File: src/rtl/mscan_pkg.sv
package mscan_pkg;

  typedef enum logic [1:0] {
    ST_IDLE = 2'd0,
    ST_WAIT = 2'd1,
    ST_CMP  = 2'd2
  } scan_state_e;

  // Bit 5 = S ... bit 0 = C
  typedef struct packed {
    logic s;
    logic z;
    logic h;
    logic v;
    logic n;
    logic c;
  } scan_flags_t;

  localparam int unsigned CYC_SINGLE   = 8;
  localparam int unsigned CYC_REP_BASE = 10;
  localparam int unsigned CYC_REP_STEP = 14;

endpackage

File: src/rtl/mscan_ptr_pick.sv
module mscan_ptr_pick #(
  parameter int unsigned NPTR = 8,
  parameter int unsigned AW   = 24,
  localparam int unsigned SELW = $clog2(NPTR)
) (
  input  logic [NPTR*AW-1:0] bank_i,
  input  logic [SELW-1:0]    sel_i,
  output logic [AW-1:0]      ptr_o
);

  logic [AW-1:0] entry [NPTR];

  for (genvar k = 0; k < NPTR; k++) begin : g_unpack
    assign entry[k] = bank_i[k*AW +: AW];
  end

  always_comb begin
    ptr_o = '0;
    for (int k = 0; k < NPTR; k++) begin
      if (sel_i == SELW'(k)) ptr_o = entry[k];
    end
  end

endmodule

File: src/rtl/mscan_sub_flags.sv
module mscan_sub_flags #(
  parameter int unsigned DW = 16,
  localparam int unsigned HB = DW / 2
) (
  input  logic [DW-1:0] acc_i,
  input  logic [DW-1:0] opnd_i,
  input  logic          word_i,
  output logic          s_o,
  output logic          z_o,
  output logic          h_o,
  output logic          n_o,
  output logic          c_o
);

  logic [DW:0] diff_w;
  logic [HB:0] diff_b;
  logic        nib_borrow;

  assign diff_w     = {1'b0, acc_i} - {1'b0, opnd_i};
  assign diff_b     = {1'b0, acc_i[HB-1:0]} - {1'b0, opnd_i[HB-1:0]};
  assign nib_borrow = acc_i[3:0] < opnd_i[3:0];

  always_comb begin
    n_o = 1'b1;
    h_o = nib_borrow;
    if (word_i) begin
      s_o = diff_w[DW-1];
      z_o = (diff_w[DW-1:0] == '0);
      c_o = diff_w[DW];
    end else begin
      s_o = diff_b[HB-1];
      z_o = (diff_b[HB-1:0] == '0);
      c_o = diff_b[HB];
    end
  end

endmodule

File: src/rtl/mscan_step.sv
module mscan_step #(
  parameter int unsigned AW = 24,
  parameter int unsigned CW = 16
) (
  input  logic [AW-1:0] ptr_i,
  input  logic          word_i,
  input  logic          dir_down_i,
  input  logic [CW-1:0] cnt_i,
  output logic [AW-1:0] ptr_o,
  output logic [CW-1:0] cnt_o,
  output logic          nz_o
);

  logic [AW-1:0] stride;

  assign stride = word_i ? AW'(2) : AW'(1);
  assign ptr_o  = dir_down_i ? (ptr_i - stride) : (ptr_i + stride);
  assign cnt_o  = cnt_i - CW'(1);
  assign nz_o   = (cnt_o != '0);

endmodule

File: src/rtl/mem_scan_cmp.sv
module mem_scan_cmp #(
  parameter int unsigned AW   = 24,
  parameter int unsigned DW   = 16,
  parameter int unsigned CW   = 16,
  parameter int unsigned NPTR = 8,
  parameter int unsigned CYCW = 24,
  localparam int unsigned SELW = $clog2(NPTR)
) (
  input  logic               clk,
  input  logic               rst,
  input  logic               start_i,
  input  logic [SELW-1:0]    ptr_sel_i,
  input  logic               word_i,
  input  logic               dir_down_i,
  input  logic               repeat_i,
  input  logic [DW-1:0]      acc_i,
  input  logic [CW-1:0]      count_i,
  input  logic [NPTR*AW-1:0] ptr_bank_i,
  input  logic               mem_abort_i,
  output logic               mem_rd_en_o,
  output logic [AW-1:0]      mem_addr_o,
  input  logic [DW-1:0]      mem_rdata_i,
  output logic               busy_o,
  output logic               done_o,
  output logic [AW-1:0]      ptr_o,
  output logic [CW-1:0]      count_o,
  output logic [5:0]         flags_o,
  output logic [CYCW-1:0]    cycles_o
);
  import mscan_pkg::*;

  scan_state_e   state_q;
  scan_flags_t   flags_q;
  logic          word_q, down_q, rep_q;
  logic [DW-1:0] acc_q;
  logic [AW-1:0] ptr_q, addr_q;
  logic [CW-1:0] cnt_q;
  logic [CYCW-1:0] cyc_q;
  logic          rd_en_q, done_q;

  logic [AW-1:0] start_ptr, ptr_nx;
  logic [CW-1:0] cnt_nx;
  logic          cnt_nz;
  logic          sub_s, sub_z, sub_h, sub_n, sub_c;
  logic          z_eff, keep_going;

  mscan_ptr_pick #(.NPTR(NPTR), .AW(AW)) u_pick (
    .bank_i (ptr_bank_i),
    .sel_i  (ptr_sel_i),
    .ptr_o  (start_ptr)
  );

  mscan_sub_flags #(.DW(DW)) u_sub (
    .acc_i  (acc_q),
    .opnd_i (mem_rdata_i),
    .word_i (word_q),
    .s_o    (sub_s),
    .z_o    (sub_z),
    .h_o    (sub_h),
    .n_o    (sub_n),
    .c_o    (sub_c)
  );

  mscan_step #(.AW(AW), .CW(CW)) u_step (
    .ptr_i      (ptr_q),
    .word_i     (word_q),
    .dir_down_i (down_q),
    .cnt_i      (cnt_q),
    .ptr_o      (ptr_nx),
    .cnt_o      (cnt_nx),
    .nz_o       (cnt_nz)
  );

  // Zero flag seen by the loop test: the fresh one, or the held one on abort
  assign z_eff      = mem_abort_i ? flags_q.z : sub_z;
  assign keep_going = rep_q && cnt_nz && !z_eff;

  always_ff @(posedge clk) begin
    if (rst) begin
      state_q <= ST_IDLE;
      flags_q <= '0;
      word_q  <= 1'b0;
      down_q  <= 1'b0;
      rep_q   <= 1'b0;
      acc_q   <= '0;
      ptr_q   <= '0;
      addr_q  <= '0;
      cnt_q   <= '0;
      cyc_q   <= '0;
      rd_en_q <= 1'b0;
      done_q  <= 1'b0;
    end else begin
      done_q <= 1'b0;
      unique case (state_q)
        ST_IDLE: begin
          if (start_i) begin
            word_q  <= word_i;
            down_q  <= dir_down_i;
            rep_q   <= repeat_i;
            acc_q   <= acc_i;
            ptr_q   <= start_ptr;
            cnt_q   <= count_i;
            cyc_q   <= repeat_i ? CYCW'(CYC_REP_BASE) : CYCW'(CYC_SINGLE);
            rd_en_q <= 1'b1;
            addr_q  <= start_ptr;
            state_q <= ST_WAIT;
          end
        end
        ST_WAIT: begin
          rd_en_q <= 1'b0;
          state_q <= ST_CMP;
        end
        ST_CMP: begin
          ptr_q     <= ptr_nx;
          cnt_q     <= cnt_nx;
          flags_q.v <= cnt_nz;
          if (!mem_abort_i) begin
            flags_q.s <= sub_s;
            flags_q.z <= sub_z;
            flags_q.h <= sub_h;
            flags_q.n <= sub_n;
            flags_q.c <= sub_c;
          end
          if (rep_q) cyc_q <= cyc_q + CYCW'(CYC_REP_STEP);
          if (keep_going) begin
            rd_en_q <= 1'b1;
            addr_q  <= ptr_nx;
            state_q <= ST_WAIT;
          end else begin
            done_q  <= 1'b1;
            state_q <= ST_IDLE;
          end
        end
        default: state_q <= ST_IDLE;
      endcase
    end
  end

  assign mem_rd_en_o = rd_en_q;
  assign mem_addr_o  = addr_q;
  assign busy_o      = (state_q != ST_IDLE);
  assign done_o      = done_q;
  assign ptr_o       = ptr_q;
  assign count_o     = cnt_q;
  assign flags_o     = flags_q;
  assign cycles_o    = cyc_q;

endmodule

File: config.mk
export PLATFORM = sky130hd
export DESIGN_NAME = mem_scan_cmp
export DESIGN_NICKNAME = d
export VERILOG_FILES = /design/src/rtl/mscan_pkg.sv /design/src/rtl/mscan_ptr_pick.sv /design/src/rtl/mscan_sub_flags.sv /design/src/rtl/mscan_step.sv /design/src/rtl/mem_scan_cmp.sv
export SDC_FILE = /design/constraint.sdc
export NUM_CORES = 1
export LEC_CHECK = 0
export BUFFER_PORTS_ARGS = -buffer_cell sky130_fd_sc_hd__buf_4
export CAP_MARGIN = 20
export CORE_AREA = 10 10 150 152
export CTS_BUF_LIST = sky130_fd_sc_hd__clkbuf_8
export CTS_CLUSTER_DIAMETER = 80
export DETAILED_ROUTE_END_ITERATION = 12
export DIE_AREA = 0 0 160 162
export GPL_ROUTABILITY_DRIVEN = 0
export MAX_ROUTING_LAYER = met4
export PLACE_DENSITY = 0.74
export SYNTH_ARGS = -nofsm -noshare
export SYNTH_HDL_FRONTEND = slang
export SYNTH_SLANG_ARGS = --single-unit
File: constraint.sdc
create_clock -name clk -period 7 [get_ports clk]
set_input_delay 0.7 -clock clk [delete_from_list [all_inputs] [get_ports clk]]
set_output_delay 0.7 -clock clk [all_outputs]
set_load 0.02 [all_outputs]
* Word-level counts from Yosys, hierarchy flattened
Cells that the tools add are included.
Cells by class: add/subtract/negate cells 6, multipliers 0, div/mod/pow operators 0, $lt $le $gt $ge 1, eq/ne operators 12, shift-type cells 0, muxes and demuxes 31, bitwise operators 2, reduce and logical (&&, ||, !) cells 18
Operators with widths (number):
- $mux 24 | 13
- $pmux 24 s2 | 3
- $pmux 16 s2 | 1
- $add 24x24->24 | 1
- $add 24x4->24 const B | 1
- $sub 24x24->24 | 1
- $sub 16x16->17 | 1
- $logic_not 16->1 | 1
- $mux 16 | 1
- $reduce_bool 16->1 | 1
- $sub 16x1->16 const B | 1
- $eq 3x3->1 const B | 4
- $reduce_and 3->1 | 3
- $sub 8x8->9 | 1
- $logic_not 8->1 | 1
- $mux 1 | 8
- $eq 3x2->1 const B | 2
- $mux 2 | 3
- $ne 2x2->1 const B | 3
- $pmux 2 s3 | 1
- $reduce_and 2->1 | 3
- $lt 4x4->1 | 1
- $reduce_bool 2->1 | 2
- $eq 3x1->1 const B | 1
- 10 further kinds | 12
Storage, ports and cells: register bits 117, latch bits 0, bits in writable memories 0, ROM bits 0, input port bits 250, output and inout bits 97, word-level logic and storage cells 87, memories kept 0

* Depth between registers and ports, before layout
word-level depth 11, depth in mapped cells 13, depth with buffers taken out 13

* By module
From an unflattened synthesis, not the netlist that was laid out.
Unflattened totals: cells, all modules 1193, area total of the unflattened synthesis 9185.1 sq um
By module, submodules not included:
- mem_scan_cmp | instances 1, cells each 530, area an instance 4543.1 sq um, seq. area each 2322.2 sq um
- mscan_ptr_pick | instances 1, cells each 284, area an instance 1849.3 sq um, seq. area each 0.0 sq um
- mscan_step | instances 1, cells each 239, area an instance 1731.7 sq um, seq. area each 0.0 sq um
- mscan_sub_flags | instances 1, cells each 140, area an instance 1061.0 sq um, seq. area each 0.0 sq um

* Least setup slack after synthesis
Ideal clock, no wire load.
path kind input to register, start point input port mem_rdata_i[6], end point register addr_q[23] (netlist: mem_addr_o[23]), setup time 0.122 ns, arrival 3.112 ns, data required time 6.878 ns, setup slack 3.766 ns, stages 12, buffers on the path 1, path through inv_1 > ha_1 > buf_2 > a21oi_2 > a2111oi_2 > a2111oi_2 > a21o_1 > nand3_1 > o41ai_2 > nand3b_2 > and3_1 > a221o_1
Between the ends: cells in the longest elaborated chain, start to end 8, elaborated cells between the ends (all ways) 10, those cells by class add/sub: 2; eq/ne: 1; mux: 2; reduce/logical: 5
Ends and longest elaborated chain:
- from (decl) | RTL line mem_scan_cmp.sv:22 | input logic [DW-1:0] mem_rdata_i,
- $sub 16x16->17 / $sub 8x8->9 (equally long branches) | RTL line mscan_sub_flags.sv:19, mscan_sub_flags.sv:20
- $logic_not 16->1 / $logic_not 8->1 (equally long branches) | RTL line mscan_sub_flags.sv:28, mscan_sub_flags.sv:32
- $mux 1 (*) | RTL line mscan_sub_flags.sv:26 | if (word_i) begin
- $mux 1 (*) | RTL line mem_scan_cmp.sv:75 | assign z_eff = mem_abort_i ? flags_q.z : sub_z;
- $logic_not 1->1 (*) | RTL line mem_scan_cmp.sv:76 | assign keep_going = rep_q && cnt_nz && !z_eff;
- $logic_and 1x1->1 (*) | RTL line mem_scan_cmp.sv:76
- $ne 2x2->1 (no line) (*)
- $reduce_and 3->1 (no line) (*)
- to (signal assigned) | RTL line mem_scan_cmp.sv:105 | addr_q <= start_ptr;
- to (signal assigned) | RTL line mem_scan_cmp.sv:127 | addr_q <= ptr_nx;
- to (decl) | RTL line mem_scan_cmp.sv:36 | logic [AW-1:0] ptr_q, addr_q;
Mark *: on every way between the ends. The rest lies on a longest branch, timed or not. A chain may end at the register's enable or synchronous reset.

* Worst setup path in the final report
start point register word_q, end point register addr_q[22] (netlist: mem_addr_o[22])
Between the ends: cells in the longest elaborated chain, start to end 6, elaborated cells between the ends (all ways) 12, those cells by class add/sub: 2; eq/ne: 1; mux: 6; reduce/logical: 3
Ends and longest elaborated chain:
- from (decl) | RTL line mem_scan_cmp.sv:34 | logic word_q, down_q, rep_q;
- from (signal assigned) | RTL line mem_scan_cmp.sv:97 | word_q <= word_i;
- branches (longest 6 deep; another with $add 24x24->24)
Several ways; the timed one is not identified. The select of a mux whose other input is x is not followed.

==> results.md <==
Timing:
- Setup repair after global routing left no endpoint under its margin.
- Setup violations remaining at the end of the flow were counted as 0.
- The post-route clock skew is 0.0122 ns.
- The worst relative slew slack is 32.1%.
- The accumulated negative setup slack is 0 ns.
- At the pin with the least slew margin, the transition time is 1.02 ns.
- In the finished design, the share of the clock period the worst path needs comes to 48.8%.
- The worst path needs 3.42 ns of the cycle, external delays included.
- The number of failing hold endpoints at the final stage was 0.
- Based on the critical path, the design can be clocked at up to 293 MHz.
- The count of pins over their slew limit is 0.

Clock network:
- Clock tree synthesis found a total of 116 sinks.
- For the worst-skew pair, the clock arrives at the later sink with an insertion delay of 0.45 ns.
- Buffers added to address setup during post-CTS repair amount to 0.
- Clock tree synthesis inserted a total of 17 buffers.
- In this run the clock root is driven by a sky130_fd_sc_hd__clkbuf_8.
- TritonCTS built the clock tree.
- The H-tree level count is 4.
- The number of buffers added to fix hold violations after cts is 0.
- The longest clock path from root to sink contains 2 buffers.
- After clock tree synthesis, the repair step resized 0 gates.
- The clock input transition at the sequential cells of the worst setup and hold paths is 0.07 ns.

Yosys:
- The library cell with the highest instance count after synthesis is sky130_fd_sc_hd__dfxtp_1.
- The share of the Yosys chip area taken by registers is 27.0%.
- The most instantiated flip-flop cell in the synthesis netlist is sky130_fd_sc_hd__dfxtp_1.
- Counting every instance in the synthesized netlist gives 1048.
- Ranked by instance count, the synthesized netlist is headed by sky130_fd_sc_hd__dfxtp_1, sky130_fd_sc_hd__nor2_1, sky130_fd_sc_hd__nand2_1.
- Synthesis produced a netlist with a net count of 1341.
- By area the synthesized netlist is led by sky130_fd_sc_hd__dfxtp_1, sky130_fd_sc_hd__mux4_2, sky130_fd_sc_hd__ha_1.
- Yosys mapped a number of flops with a built-in enable equal to 0.
- The synthesized netlist contains 75 unique library cells.
- The fraction of post-synthesis cell area in the top cell type by area is 27.0%.
- The count of yosys warnings during synthesis is 0.
- After synthesis the cells add up to 8600 um2.
- Of all flip-flops after synthesis, the portion carrying an async set or reset was 0%.
- The cell type contributing the most total cell area after synthesis is sky130_fd_sc_hd__dfxtp_1.
- The average cell area after synthesis is 8.20 um2.
- Synthesis inferred 116 register bits.

Job:
- The tool flagged a number of max-cap violations equal to 0.

Die:
- The effective utilization at floorplan is 44.3%.
- The floorplan step set the die height to 162 um.
- 347 I/O pins were placed.
- The core area is 19400 um2.
- The die is 160 um wide.
- The die covers 25900 um2.
- The initialized floorplan defines 51 standard-cell rows.

Finish:
- The fraction of final layout cells sized beyond drive strength 1 is 32.1%.
- The final layout contains 1646 nets.
- The layout-stage area growth over the synthesis result is 36.3%.
- The cell area after layout is 11700 um2.

Pwr:
- The cell area power density is 179 nW/um2.
- Of the total power, registers draw 35.7%.
- The share of total power dissipated in the clock network is 31.2%.
- VDD sags by at most 86.1 uV.
- The switching share of power is 33.0%.
- Internal power comes to 1410 uW.
- For this design the static power due to leakage is 0.00527 uW.
- The part of the total power dissipated in combinational logic is 33.1%.
- Summed over all nets, the switching power comes to 691 uW.

Global route:
- The global route total overflow is 0.
- The number of global-route vias before repair is 9163.
- The total routing resource utilization after global routing is 24.7%.
- The global-route layer with the greatest usage is met2.
- For met2 alone, demand over resource in global routing was 42.9%.
- For this run, global-route usage on met1 was measured as 26.9%.
- The first global-routing pass estimated 49800 um of wire.
- The number of antenna violations at the first check in global routing is 1.
- Entering global routing, the biggest net connects 86 pins.
- The met3 capacity usage during global routing is 6.37%.

Route:
- In the routed design, unresolved DRC markers number 0.
- The average detailed-routed wire length per instance is 20.2 um.
- The violation count after the first detailed-routing iteration is 592.
- The count of nets left with antenna violations once routing finished came out at 0.
- The first detailed-routing pass ran for 5 iterations.
- After detailed routing, the total wire length is 32900 um.
- The routed layout has 9158 vias.
- Dividing the detail-routed via count by the number of cells gives 5.61.

Placed design:
- The cell area after placement is 11300 um2.
- The HPWL reported at the end of detailed placement is 26500 um.
- The count of buffers added on input and output ports is 345.

Critical path:
- By startpoint and endpoint, the worst setup path is classified as reg2reg.
- The worst setup path is captured at a flop.
- At the worst endpoint, the required time is 7.34 ns.
- The startpoint type of the worst setup path is a flop.
- The biggest fanout along the worst timing path is 6.
- Data on the critical path arrives at its endpoint at 3.76 ns.

Worst hold path:
- The tightest min-delay check is of the reg2reg type.

Outcome:
- The flow ran to the end, and the final reports show no timing, DRC or antenna violations.
-- placed cells by master (no fill, tap or decap), drive strengths merged, types with 7 or more instances in the layout --
master / instances
nand3: 28
inv: 41
ha: 42
o22a: 8
a31oi: 11
a21oi: 95
o21ai: 63
nor2b: 11
a21o: 11
a221oi: 9
dfxtp: 116
nor3: 21
nand2b: 13
o21a: 7
xnor2: 25
o211ai: 11
nor2: 114
xor2: 24
buf: 352
nand4: 8
clkbuf: 20
mux2: 8
nand2: 110
and3: 13
a211oi: 31
mux4: 33
mux2i: 44
-- metrics by stage --
step	power [uW]	std cells	setup slack [ns]	hold slack [ns]	utilization, %
floorplan	1180	1048	3.77	0.436	-
global placement	1440	1599	3.32	0.442	58.3
detailed placement	1460	1599	3.23	0.453	58.3
CTS	2110	1631	3.61	0.463	60.4
global route	2210	1632	3.35	0.469	60.4
finish	2100	1632	3.58	0.461	60.4
-- sequential cells by signal (all words and copies together), names as in the netlist, 2 cells and up --
register and flops:
acc_q 16, state_q 2, flags_o 6, cycles_o 23
ptr_o 24, count_o 16, mem_addr_o 24
-- path summary, 6_finish.rpt --
| check | startpoint | to | slack (ns) | cells past startpoint |
|---|---|---|---|---|
| worst min-delay path | acc_q[15]$_SDFFE_PP0P_ | acc_q[15]$_SDFFE_PP0P_ | 0.46 | 2 |
| worst max-delay path | word_q$_SDFFE_PP0P_ | mem_addr_o[22]$_SDFFE_PP0P_ | 3.58 | 13 |
| worst max register to register | word_q$_SDFFE_PP0P_ | mem_addr_o[22]$_SDFFE_PP0P_ | 3.58 | 13 |
| worst min register to register | acc_q[15]$_SDFFE_PP0P_ | acc_q[15]$_SDFFE_PP0P_ | 0.46 | 2 |
-- kinds of logic (layout without fill, tap and decap cells) --
logic type,after synthesis,in the layout,synth area share [%]
xor gates and xnor gates,49,49,4.99
DFF,116,116,27.0
adders and majority gates,43,43,6.34
muxes,85,85,14.8
other,1,2,0.0436
AOI/OAI and AO/OA,302,302,23.5
and+or+nand+nor,348,348,18.4
buffers and inverters,104,422,4.92
-- final cells by class --
class / count / area, um2
Fill cell: 1793 / 7680
Multi-Input combinational cell: 828 / 5860
Clock inverter: 12 / 138
Tap cell: 265 / 332
Clock buffer: 20 / 275
Timing Repair Buffer: 352 / 2640
Inverter: 38 / 143
Sequential cell: 116 / 2320
Antenna cell: 1 / 2.50
-- power by group through the flow --
stage                     registers [uW]  clock network (uW)  logic (uW)
final                                749                 654         694
after global placement               762                   0         682
after global routing                 754                 699         760
after floorplan                      798                   0         382
after detailed placement             763                   0         694
after CTS                            748                 666         696
-- metal layers --
metal,routed length (um),up-vias,part of all wire [%]
li1,-,4454,-
met1,13100,4269,40
met2,16500,377,50
met3,2220,58,6.7
met4,1050,0,3.2
met5,0,-,0
-- critical path: stages, from the launching register on --
cell and delay [ns]:
sky130_fd_sc_hd__dfxtp_1 0.39, sky130_fd_sc_hd__inv_1 0.18, sky130_fd_sc_hd__ha_1 0.20, sky130_fd_sc_hd__inv_1 0.06, sky130_fd_sc_hd__fa_1 0.42, sky130_fd_sc_hd__a211oi_1 0.28
sky130_fd_sc_hd__o21bai_1 0.24, sky130_fd_sc_hd__o41a_1 0.36, sky130_fd_sc_hd__a21oi_1 0.32, sky130_fd_sc_hd__o21ai_1 0.16, sky130_fd_sc_hd__o21ai_1 0.13, sky130_fd_sc_hd__a21oi_1 0.08
sky130_fd_sc_hd__xor2_1 0.17, sky130_fd_sc_hd__a221o_1 0.32
No activity file was read; power rests on OpenSTA's default activity.
